[src/rtl/scl_wd_pkg.sv]
package scl_wd_pkg;
  localparam int unsigned NUM_IRQ = 3;
  typedef enum logic [1:0] {
    IRQ_ADDR = 2'd0,
    IRQ_XFER = 2'd1,
    IRQ_TMO  = 2'd2
  } irq_idx_e;
endpackage

[src/rtl/scl_low_timer.sv]
module scl_low_timer #(
  parameter int unsigned TW = 16
) (
  input  logic          clk,
  input  logic          rst_n,
  input  logic          scl_low,
  input  logic          enable,
  input  logic [TW-1:0] limit,
  output logic          hit,
  output logic          expire
);
  logic [TW-1:0] cnt_q, cnt_d;
  logic          armed;
  logic          expire_q;

  always_comb begin
    armed = enable && (limit != '0);
    hit   = armed && scl_low && (cnt_q == limit);
    if (!armed || !scl_low || hit) cnt_d = '0;
    else                           cnt_d = cnt_q + 1'b1;
  end

  always_ff @(posedge clk or negedge rst_n) begin
    if (!rst_n) begin
      cnt_q    <= '0;
      expire_q <= 1'b0;
    end else begin
      cnt_q    <= cnt_d;
      expire_q <= hit;
    end
  end

  assign expire = expire_q;

  AST_HIGH_CLEARS: assert property (@(posedge clk) disable iff (!rst_n)
    !scl_low |=> (cnt_q == '0));
  AST_OFF_QUIET: assert property (@(posedge clk) disable iff (!rst_n)
    (!enable || limit == '0) |=> !expire_q);
  AST_SINGLE_PULSE: assert property (@(posedge clk) disable iff (!rst_n)
    expire_q |-> (cnt_q == '0));
endmodule

[src/rtl/irq_pulser.sv]
module irq_pulser #(
  parameter int unsigned N = 3
) (
  input  logic         clk,
  input  logic         rst_n,
  input  logic [N-1:0] ev,
  input  logic [N-1:0] en,
  output logic [N-1:0] irq
);
  logic [N-1:0] irq_q;

  for (genvar i = 0; i < N; i++) begin : g_src
    logic fire_d;
    always_comb fire_d = ev[i] && en[i];
    always_ff @(posedge clk or negedge rst_n) begin
      if (!rst_n) irq_q[i] <= 1'b0;
      else        irq_q[i] <= fire_d;
    end
    AST_MASKED_SRC: assert property (@(posedge clk) disable iff (!rst_n)
      !en[i] |=> !irq_q[i]);
  end

  assign irq = irq_q;
endmodule

[src/rtl/scl_watchdog_irq.sv]
module scl_watchdog_irq
  import scl_wd_pkg::*;
#(
  parameter int unsigned TW = 16
) (
  input  logic          clk,
  input  logic          rst_n,
  input  logic          scl_sync,
  input  logic          tmo_enable,
  input  logic [TW-1:0] tmo_limit,
  input  logic          en_addr_irq,
  input  logic          en_xfer_irq,
  input  logic          en_tmo_irq,
  input  logic          ev_start,
  input  logic          ev_addr_ack,
  input  logic          ev_stop,
  input  logic          ev_dir_change,
  output logic          fsm_rst,
  output logic          tmo_err,
  output logic          irq_addr,
  output logic          irq_xfer,
  output logic          irq_tmo,
  output logic          irq_any
);
  logic               tmo_hit;
  logic               err_q, err_d;
  logic [NUM_IRQ-1:0] ev_vec, en_vec, irq_vec;

  scl_low_timer #(.TW(TW)) u_timer (
    .clk     (clk),
    .rst_n   (rst_n),
    .scl_low (!scl_sync),
    .enable  (tmo_enable),
    .limit   (tmo_limit),
    .hit     (tmo_hit),
    .expire  (fsm_rst)
  );

  always_comb begin
    ev_vec           = '0;
    en_vec           = '0;
    ev_vec[IRQ_ADDR] = ev_addr_ack;
    ev_vec[IRQ_XFER] = ev_stop || ev_dir_change;
    ev_vec[IRQ_TMO]  = tmo_hit;
    en_vec[IRQ_ADDR] = en_addr_irq;
    en_vec[IRQ_XFER] = en_xfer_irq;
    en_vec[IRQ_TMO]  = en_tmo_irq;
  end

  irq_pulser #(.N(NUM_IRQ)) u_irq (
    .clk   (clk),
    .rst_n (rst_n),
    .ev    (ev_vec),
    .en    (en_vec),
    .irq   (irq_vec)
  );

  always_comb begin
    if (tmo_hit)       err_d = 1'b1;
    else if (ev_start) err_d = 1'b0;
    else               err_d = err_q;
  end

  always_ff @(posedge clk or negedge rst_n) begin
    if (!rst_n) err_q <= 1'b0;
    else        err_q <= err_d;
  end

  assign tmo_err  = err_q;
  assign irq_addr = irq_vec[IRQ_ADDR];
  assign irq_xfer = irq_vec[IRQ_XFER];
  assign irq_tmo  = irq_vec[IRQ_TMO];
  assign irq_any  = |irq_vec;

  AST_ERR_WITH_PULSE: assert property (@(posedge clk) disable iff (!rst_n)
    fsm_rst |-> tmo_err);
  AST_TMO_IRQ_TRACKS: assert property (@(posedge clk) disable iff (!rst_n)
    irq_tmo |-> fsm_rst);
  AST_ERR_HOLDS: assert property (@(posedge clk) disable iff (!rst_n)
    (tmo_err && !ev_start) |=> tmo_err);
  AST_XFER_MASKED: assert property (@(posedge clk) disable iff (!rst_n)
    !en_xfer_irq |=> !irq_xfer);
endmodule

[config.mk]
export PLATFORM = sky130hd
export DESIGN_NAME = scl_watchdog_irq
export DESIGN_NICKNAME = d
export VERILOG_FILES = /design/src/rtl/scl_wd_pkg.sv /design/src/rtl/scl_low_timer.sv /design/src/rtl/irq_pulser.sv /design/src/rtl/scl_watchdog_irq.sv
export SDC_FILE = /design/constraint.sdc
export NUM_CORES = 1
export LEC_CHECK = 0
export ABC_AREA = 1
export BUFFER_PORTS_ARGS = -buffer_cell sky130_fd_sc_hd__buf_2
export CAP_MARGIN = 10
export CELL_PAD_IN_SITES_DETAIL_PLACEMENT = 1
export CELL_PAD_IN_SITES_GLOBAL_PLACEMENT = 1
export CORE_ASPECT_RATIO = 0.8
export CORE_MARGIN = 2
export CORE_UTILIZATION = 36
export CTS_CLUSTER_DIAMETER = 120
export CTS_CLUSTER_SIZE = 30
export DETAILED_ROUTE_END_ITERATION = 8
export GPL_TIMING_DRIVEN = 0
export MAX_ROUTING_LAYER = met4
export PLACE_DENSITY_LB_ADDON = 0.25
export SYNTH_ARGS = -nofsm -noshare
export SYNTH_HDL_FRONTEND = slang
export SYNTH_SLANG_ARGS = --single-unit
[constraint.sdc]
create_clock -name clk -period 1.5 [get_ports clk]
set_input_delay 0.225 -clock clk [delete_from_list [all_inputs] [get_ports clk]]
set_output_delay 0.225 -clock clk [all_outputs]
set_load 0.02 [all_outputs]
==> results of run 1 <==
[path summary, 6_finish.rpt]
kind | from | depth (start not counted) | slack (ps) | end
worst max register to register | u_timer.cnt_q[4] | 10 | 30 | u_timer.cnt_q[10]
worst max-delay path | u_timer.cnt_q[4] | 10 | 30 | u_timer.cnt_q[10]
worst min-delay path | en_addr_irq | 3 | 150 | u_irq.irq[0]
min in group asynchronous | rst_n | 2 | 460 | u_timer.expire
worst min register to register | u_timer.cnt_q[0] | 1 | 490 | u_timer.cnt_q[0]
max in group asynchronous | rst_n | 2 | 660 | u_timer.cnt_q[6]
[kinds of logic (layout without fill, tap and decap cells)]
logic type	after synthesis	after routing	synth area share, %
AO/OA/AOI/OAI	3	3	1.47
XOR/XNOR	9	9	5.79
adder cells (fa/ha/maj)	1	1	0.919
buffers and inverters	39	91	11.3
flip-flops	21	21	38.6
AND/OR/NAND/NOR	139	139	41.9
[critical path, stage by stage (launching register included)]
cell	delay [ps]
dfrtp_1	400
inv_1	120
nand2_1	70
nand2_1	60
nor2_2	110
nand2_1	100
nor2_2	130
nand2_2	80
nand2_4	80
buf_8	140
nor2_1	70
[state kept, by name (all words and copies together) (netlist names)]
| name | flops |
|---|---|
| u_timer.expire | 1 |
| u_timer.cnt_q | 16 |
| u_irq.irq | 3 |
| tmo_err | 1 |
[per-layer routing]
layer,routed length [µm],global-route usage (%),vias to the layer above
met5,0,-,-
met4,21,2.91,0
met3,208,4.08,4
met2,2060,33.0,37
met1,1980,27.0,719
li1,-,-,738
[cell type report]
cell class / count / area, µm²
tap: 42 / 52.6
timing repair buffer: 48 / 283
sequential: 21 / 529
clock inverter: 1 / 7.51
multi-input combinational: 152 / 751
inverter: 38 / 143
fill: 494 / 1700
clock buffer: 3 / 41.3
buffer: 1 / 15.0
[synthesized netlist by cell type (all sizes together)]
cell type  count  share of area (%)
nor3           8                2.9
nor2          44                 13
nand3          9                3.3
xor2           8                5.1
inv           38                 10
xnor2          1               0.64
dfrtp         21                 39
buf            1               0.83
o21ai          1               0.37
ha             1               0.92
or3            1               0.46
o21a           1               0.55
or2            1               0.46
a21boi         1               0.55
nand2         72                 20
nand4          4                1.8
[per-stage QoR]
| stage | utilization, % | worst slack (ps) | hold WS (ps) | cell area [µm²] |
|---|---|---|---|---|
| floorplan | - | 195 | -70.6 | 1360 |
| global placement | 44.7 | -20.1 | 220 | 1570 |
| detailed placement | 44.7 | -116 | 219 | 1570 |
| CTS | 48.5 | 1.03 | 139 | 1710 |
| global route | 51.8 | -50.2 | 148 | 1820 |
| finish | 51.8 | 30.8 | 149 | 1820 |
[power breakdown]
group,switching (W),internal [W],total [W]
clock network,0.000207,0.000188,0.000394
registers,0.00000450,0.000571,0.000576
logic,0.0000870,0.0000669,0.000154
total,0.000298,0.000826,0.00112
[timing repair]
action,in CTS,in global routing
endpoints found under the setup margin,10,16
hold endpoints to repair,21,0
hold buffers,1,0
pin swaps,1,5
buffers inserted,6,9
resized for setup,9,14
==> impl_metrics.toml, run 1 <==
[status]
outcome = "finished clean"

[floorplanning]
floorplan.core_area_um2 = 3520
die_w_um = 72.8
die_y_um = 59
initial_utilization_pct = 38.7
rows = 19
io_pins = 33
dieArea_um2 = 4290

[detailed_routing]
ant_nets = 0
route.detailed.drc = 0
wl_per_cell_um = 14.0
vias = 1498
routed_wl_um = 4270
viasPerCell = 4.90
drtIter0Drc = 37
dr.pass1.iters = 4

[clock_tree]
path_clk_slew_ps = 80
clk_root_buffer_cell = "clkbuf_8"
cts_buffer_depth = 2
numCtsBuffers = 3
cts_tree = "built"
clk_latency_ps = 260
clock-sinks = 21
h-tree-depth = 1

[sta]
max_freq_mhz = 681
final-hold-violation-count = 0
finalSetupViolCount = 0
rsz0062_at_grt = "true"
maxSlewHeadroom_pct = 65.3
period_needed_ps = 1470
tns_ps = 0
finalCritPeriodShare_pct = 97.9
slew_viol_final = 0
finClkSkew_ps = 1.51
tightest_slew_ps = 520

[synthesis]
ys_warn_count = 0
synth_cells = 212
syn_area_um2 = 1360
synth.distinct_cells = 20
synth_seq_cells = 21
synth_fp_nets = 240
synth-seq-area-share_pct = 38.6
syn_area_per_cell_um2 = 6.42

[final_layout]
layout_common_cells = "nand2_1, nor2_1, inv_1"
fin_nets = 293
layout-drive-gt1-share_pct = 28.8
antenna_cells = 0
area_growth_pct = 33.8
instances_no_fill = 306
layout_commonest_cell = "nand2_1"

[placement]
dp_hpwl_um = 2950
gp_congestion = 0.746
io_buffers = 32
dp.cells = 286

[worst_hold_path]
hold_path_class = "in -> reg"

[global_routing]
grt_pass1_vias = 1423
antenna_found_initial = 0
grt_max_degree = 22
gr-total-overflow = 0
grtUsageTotal_pct = 20.2
grt_pass1_wl_um = 6350

[run]
maxCapViolCount = 0

[pwr]
irDropWorstVdd_mv = 0.565
total_power_w = 0.00112
power.density_nw_per_um2 = 617
power.leakage_nw = 0.982

[critical_path]
cp.arrival_ps = 1620
startpoint_type = "flip-flop"
path_max_fanout = 10
critPathKind = "reg -> reg"
crit_required_ps = 1650
crit_path_end_kind = "flip-flop"
(Power assumes the default switching activity.)
==> inputs of run 2 (changes only) <==
--- a/config.mk
+++ b/config.mk
@@ -12,7 +12,7 @@
 export CELL_PAD_IN_SITES_GLOBAL_PLACEMENT = 1
 export CORE_ASPECT_RATIO = 0.8
 export CORE_MARGIN = 2
-export CORE_UTILIZATION = 36
+export CORE_UTILIZATION = 33
 export CTS_CLUSTER_DIAMETER = 120
 export CTS_CLUSTER_SIZE = 30
 export DETAILED_ROUTE_END_ITERATION = 8
==> constraint.sdc (replaced) <==
create_clock -name clk -period 1.3 [get_ports clk]
set_input_delay 0.195 -clock clk [delete_from_list [all_inputs] [get_ports clk]]
set_output_delay 0.195 -clock clk [all_outputs]
set_load 0.02 [all_outputs]
==> run 2 against run 1 <==
  * The flow now finishes with violations (setup timing)
  * First-iteration DRC count grew 27%
  * Critical path depth is 1 lower
  * Clock-buffer cell count unchanged
  * Critical path type unchanged
  * Design area rose by 5.9%
  * Clock power grew 15%
  * Combinational power up 28%
  * Sequential share of layout area shrank 1.6 points
  * Via count decreased by 0.87%
  * Sequential power rose by 16%
  * Hold slack got worse by 44 ps
  * Non-clock buffer count grew 7
  * Highest routed layer unchanged
  * Clock skew rose by 4.6 ps
==> impl_metrics.toml, run 2 (same netlist as run 1, synthesis figures left out) <==
[status]
outcome = "finished with violations"
violations = "setup timing"

[global_routing]
busiest_layer = "met2"
met3_usage_pct = 3.93
grt_pass1_wl_um = 6500
grt_pass1_vias = 1434
grt_use_met2_pct = 30.8
gr-total-overflow = 0
antenna_found_initial = 0
grt_max_degree = 22
use_met1_pct = 26.2
grtUsageTotal_pct = 19.7

[final_layout]
largest_reg_flops = 16
layout_commonest_cell = "nand2_1"
antenna_cells = 0
fill_cells = 525
layout_common_cells = "nand2_1, inv_1, nor2_1"
post-route-util_pct = 49.7
fin_nets = 300
largest-register = "u_timer.cnt_q"
instances_no_fill = 326
area_growth_pct = 41.7
layout-drive-gt1-share_pct = 32.5

[floorplanning]
initial_utilization_pct = 35.1
rows = 20
floorplan.core_area_um2 = 3880
die_w_um = 75.8
io_pins = 33
die_y_um = 61.4
dieArea_um2 = 4660

[pwr]
power.switching_w = 0.000349
p_int_w = 0.000965
power.density_nw_per_um2 = 681
seqPwrFrac_pct = 50.6
total_power_w = 0.00131
irDropWorstVdd_mv = 0.424
clock_power_share_pct = 34.4
p_sw_share_pct = 26.6
combPwrFrac_pct = 15.0
power.leakage_nw = 1.03

[critical_path]
crit_required_ps = 1460
startpoint_type = "flip-flop"
timing.rr.start = "u_timer.cnt_q[0]"
critPathKind = "reg -> reg"
cp.arrival_ps = 1620
rrSetupSlack_ps = -170
r2r-end = "u_timer.cnt_q[7]"
path_max_fanout = 6
reg2regPathDepth = 9
crit_path_end_kind = "flip-flop"

[detailed_routing]
wl_per_cell_um = 12.7
routed_wl_um = 4130
ant_nets = 0
dr.pass1.iters = 4
viasPerCell = 4.56
route.detailed.drc = 0
drtIter0Drc = 47
vias = 1485

[placement]
dp_hpwl_um = 2810
io_buffers = 32
place_ws_ps = -254
dp.cells = 299
gp_congestion = 0.792

[clock_tree]
clk_root_buffer_cell = "clkbuf_8"
numCtsBuffers = 3
h-tree-depth = 1
cts_tree = "built"
path_clk_slew_ps = 80
clock-sinks = 21
cts_buffer_depth = 2
clk_latency_ps = 270

[sta]
max_freq_mhz = 682
slew_viol_final = 0
maxSlewHeadroom_pct = 65.8
finClkSkew_ps = 6.07
finalSetupViolCount = 20
finalCritPeriodShare_pct = 113
final-hold-violation-count = 0
tns_ps = -2590
final.setup.worst_slack_ps = -166
period_needed_ps = 1470
tightest_slew_ps = 513
rsz0062_at_grt = "true"

[run]
maxCapViolCount = 0

[worst_hold_path]
hold_path_class = "in -> reg"
whs_endpoint = "u_irq.irq[0]"
hold_path_startpoint = "en_addr_irq"
holdPathStages = 3
-- run 2: changes by cell type in the layout (fill, tap and decap cells not counted), moves of 3 or more --
cell    before  now
buf_6        0    3
nor2_1      38   33
buf_4       15   20
nor2_2       2    7
-- run 2: how the worst max path moves through the flow --
stage                           from                 to  slack, ps  cells past startpoint
finish              u_timer.cnt_q[0]   u_timer.cnt_q[7]       -170                      9
floorplan           u_timer.cnt_q[0]  u_timer.cnt_q[10]         -5                      7
detailed placement  u_timer.cnt_q[0]  u_timer.cnt_q[10]       -250                      7
global placement    u_timer.cnt_q[0]  u_timer.cnt_q[10]       -250                      7
CTS                 u_timer.cnt_q[0]   u_timer.cnt_q[7]       -110                      9
global route        u_timer.cnt_q[0]   u_timer.cnt_q[7]       -300                      9
-- run 2: timing repair --
| item | CTS | global route |
|---|---|---|
| endpoints found under the setup margin | 17 | 20 |
| hold buffers | 1 | 0 |
| pin swaps | 5 | 6 |
| buffers inserted | 14 | 7 |
| gates cloned | 1 | 0 |
| gates resized for setup | 22 | 10 |
| hold endpoints to repair | 21 | 0 |
-- run 2: worst max-delay path: stages (launching register included) --
cell and delay, ps:
dfrtp_2 450, nor2_2 100, nor2_1 60, nor2_1 120, nand2_1 100, nor2_2 160, nand2_2 80, nand2_4 100
buf_6 140, nor2_1 50
-- run 2: power groups by stage --
stage / Clock, W / Sequential, W / Combinational, W
after floorplan: 0 / 0.000681 / 0.0000717
after global placement: 0 / 0.000677 / 0.000155
after detailed placement: 0 / 0.000677 / 0.000160
after CTS: 0.000460 / 0.000665 / 0.000182
after global routing: 0.000490 / 0.000667 / 0.000222
final: 0.000452 / 0.000666 / 0.000197
-- run 2: final cells by class --
class	count	area (µm²)	area share [%]
Buffer	1	11.3	0.584
Clock buffer	3	41.3	2.14
Clock inverter	1	5.00	0.259
Inverter	38	143	7.39
Multi-Input combinational cell	152	773	40.1
Sequential cell	21	529	27.4
Tap cell	55	68.8	3.57
Timing Repair Buffer	55	358	18.5
-- run 2: per-layer routing --
metal  vias up  routed length [µm]
met5         -                   0
met4         0                  70
met3         7                 156
met2        30                1900
met1       702                2000
li1        746                   -
-- run 2: through the flow --
| step | hold WS (ps) | cell area [µm²] |
|---|---|---|
| 2_1_floorplan | -101 | 1360 |
| 3_3_place_gp | 186 | 1590 |
| 3_5_place_dp | 196 | 1590 |
| 4_1_cts | 106 | 1840 |
| 5_1_grt | 114 | 1930 |
| 6_report | 106 | 1930 |
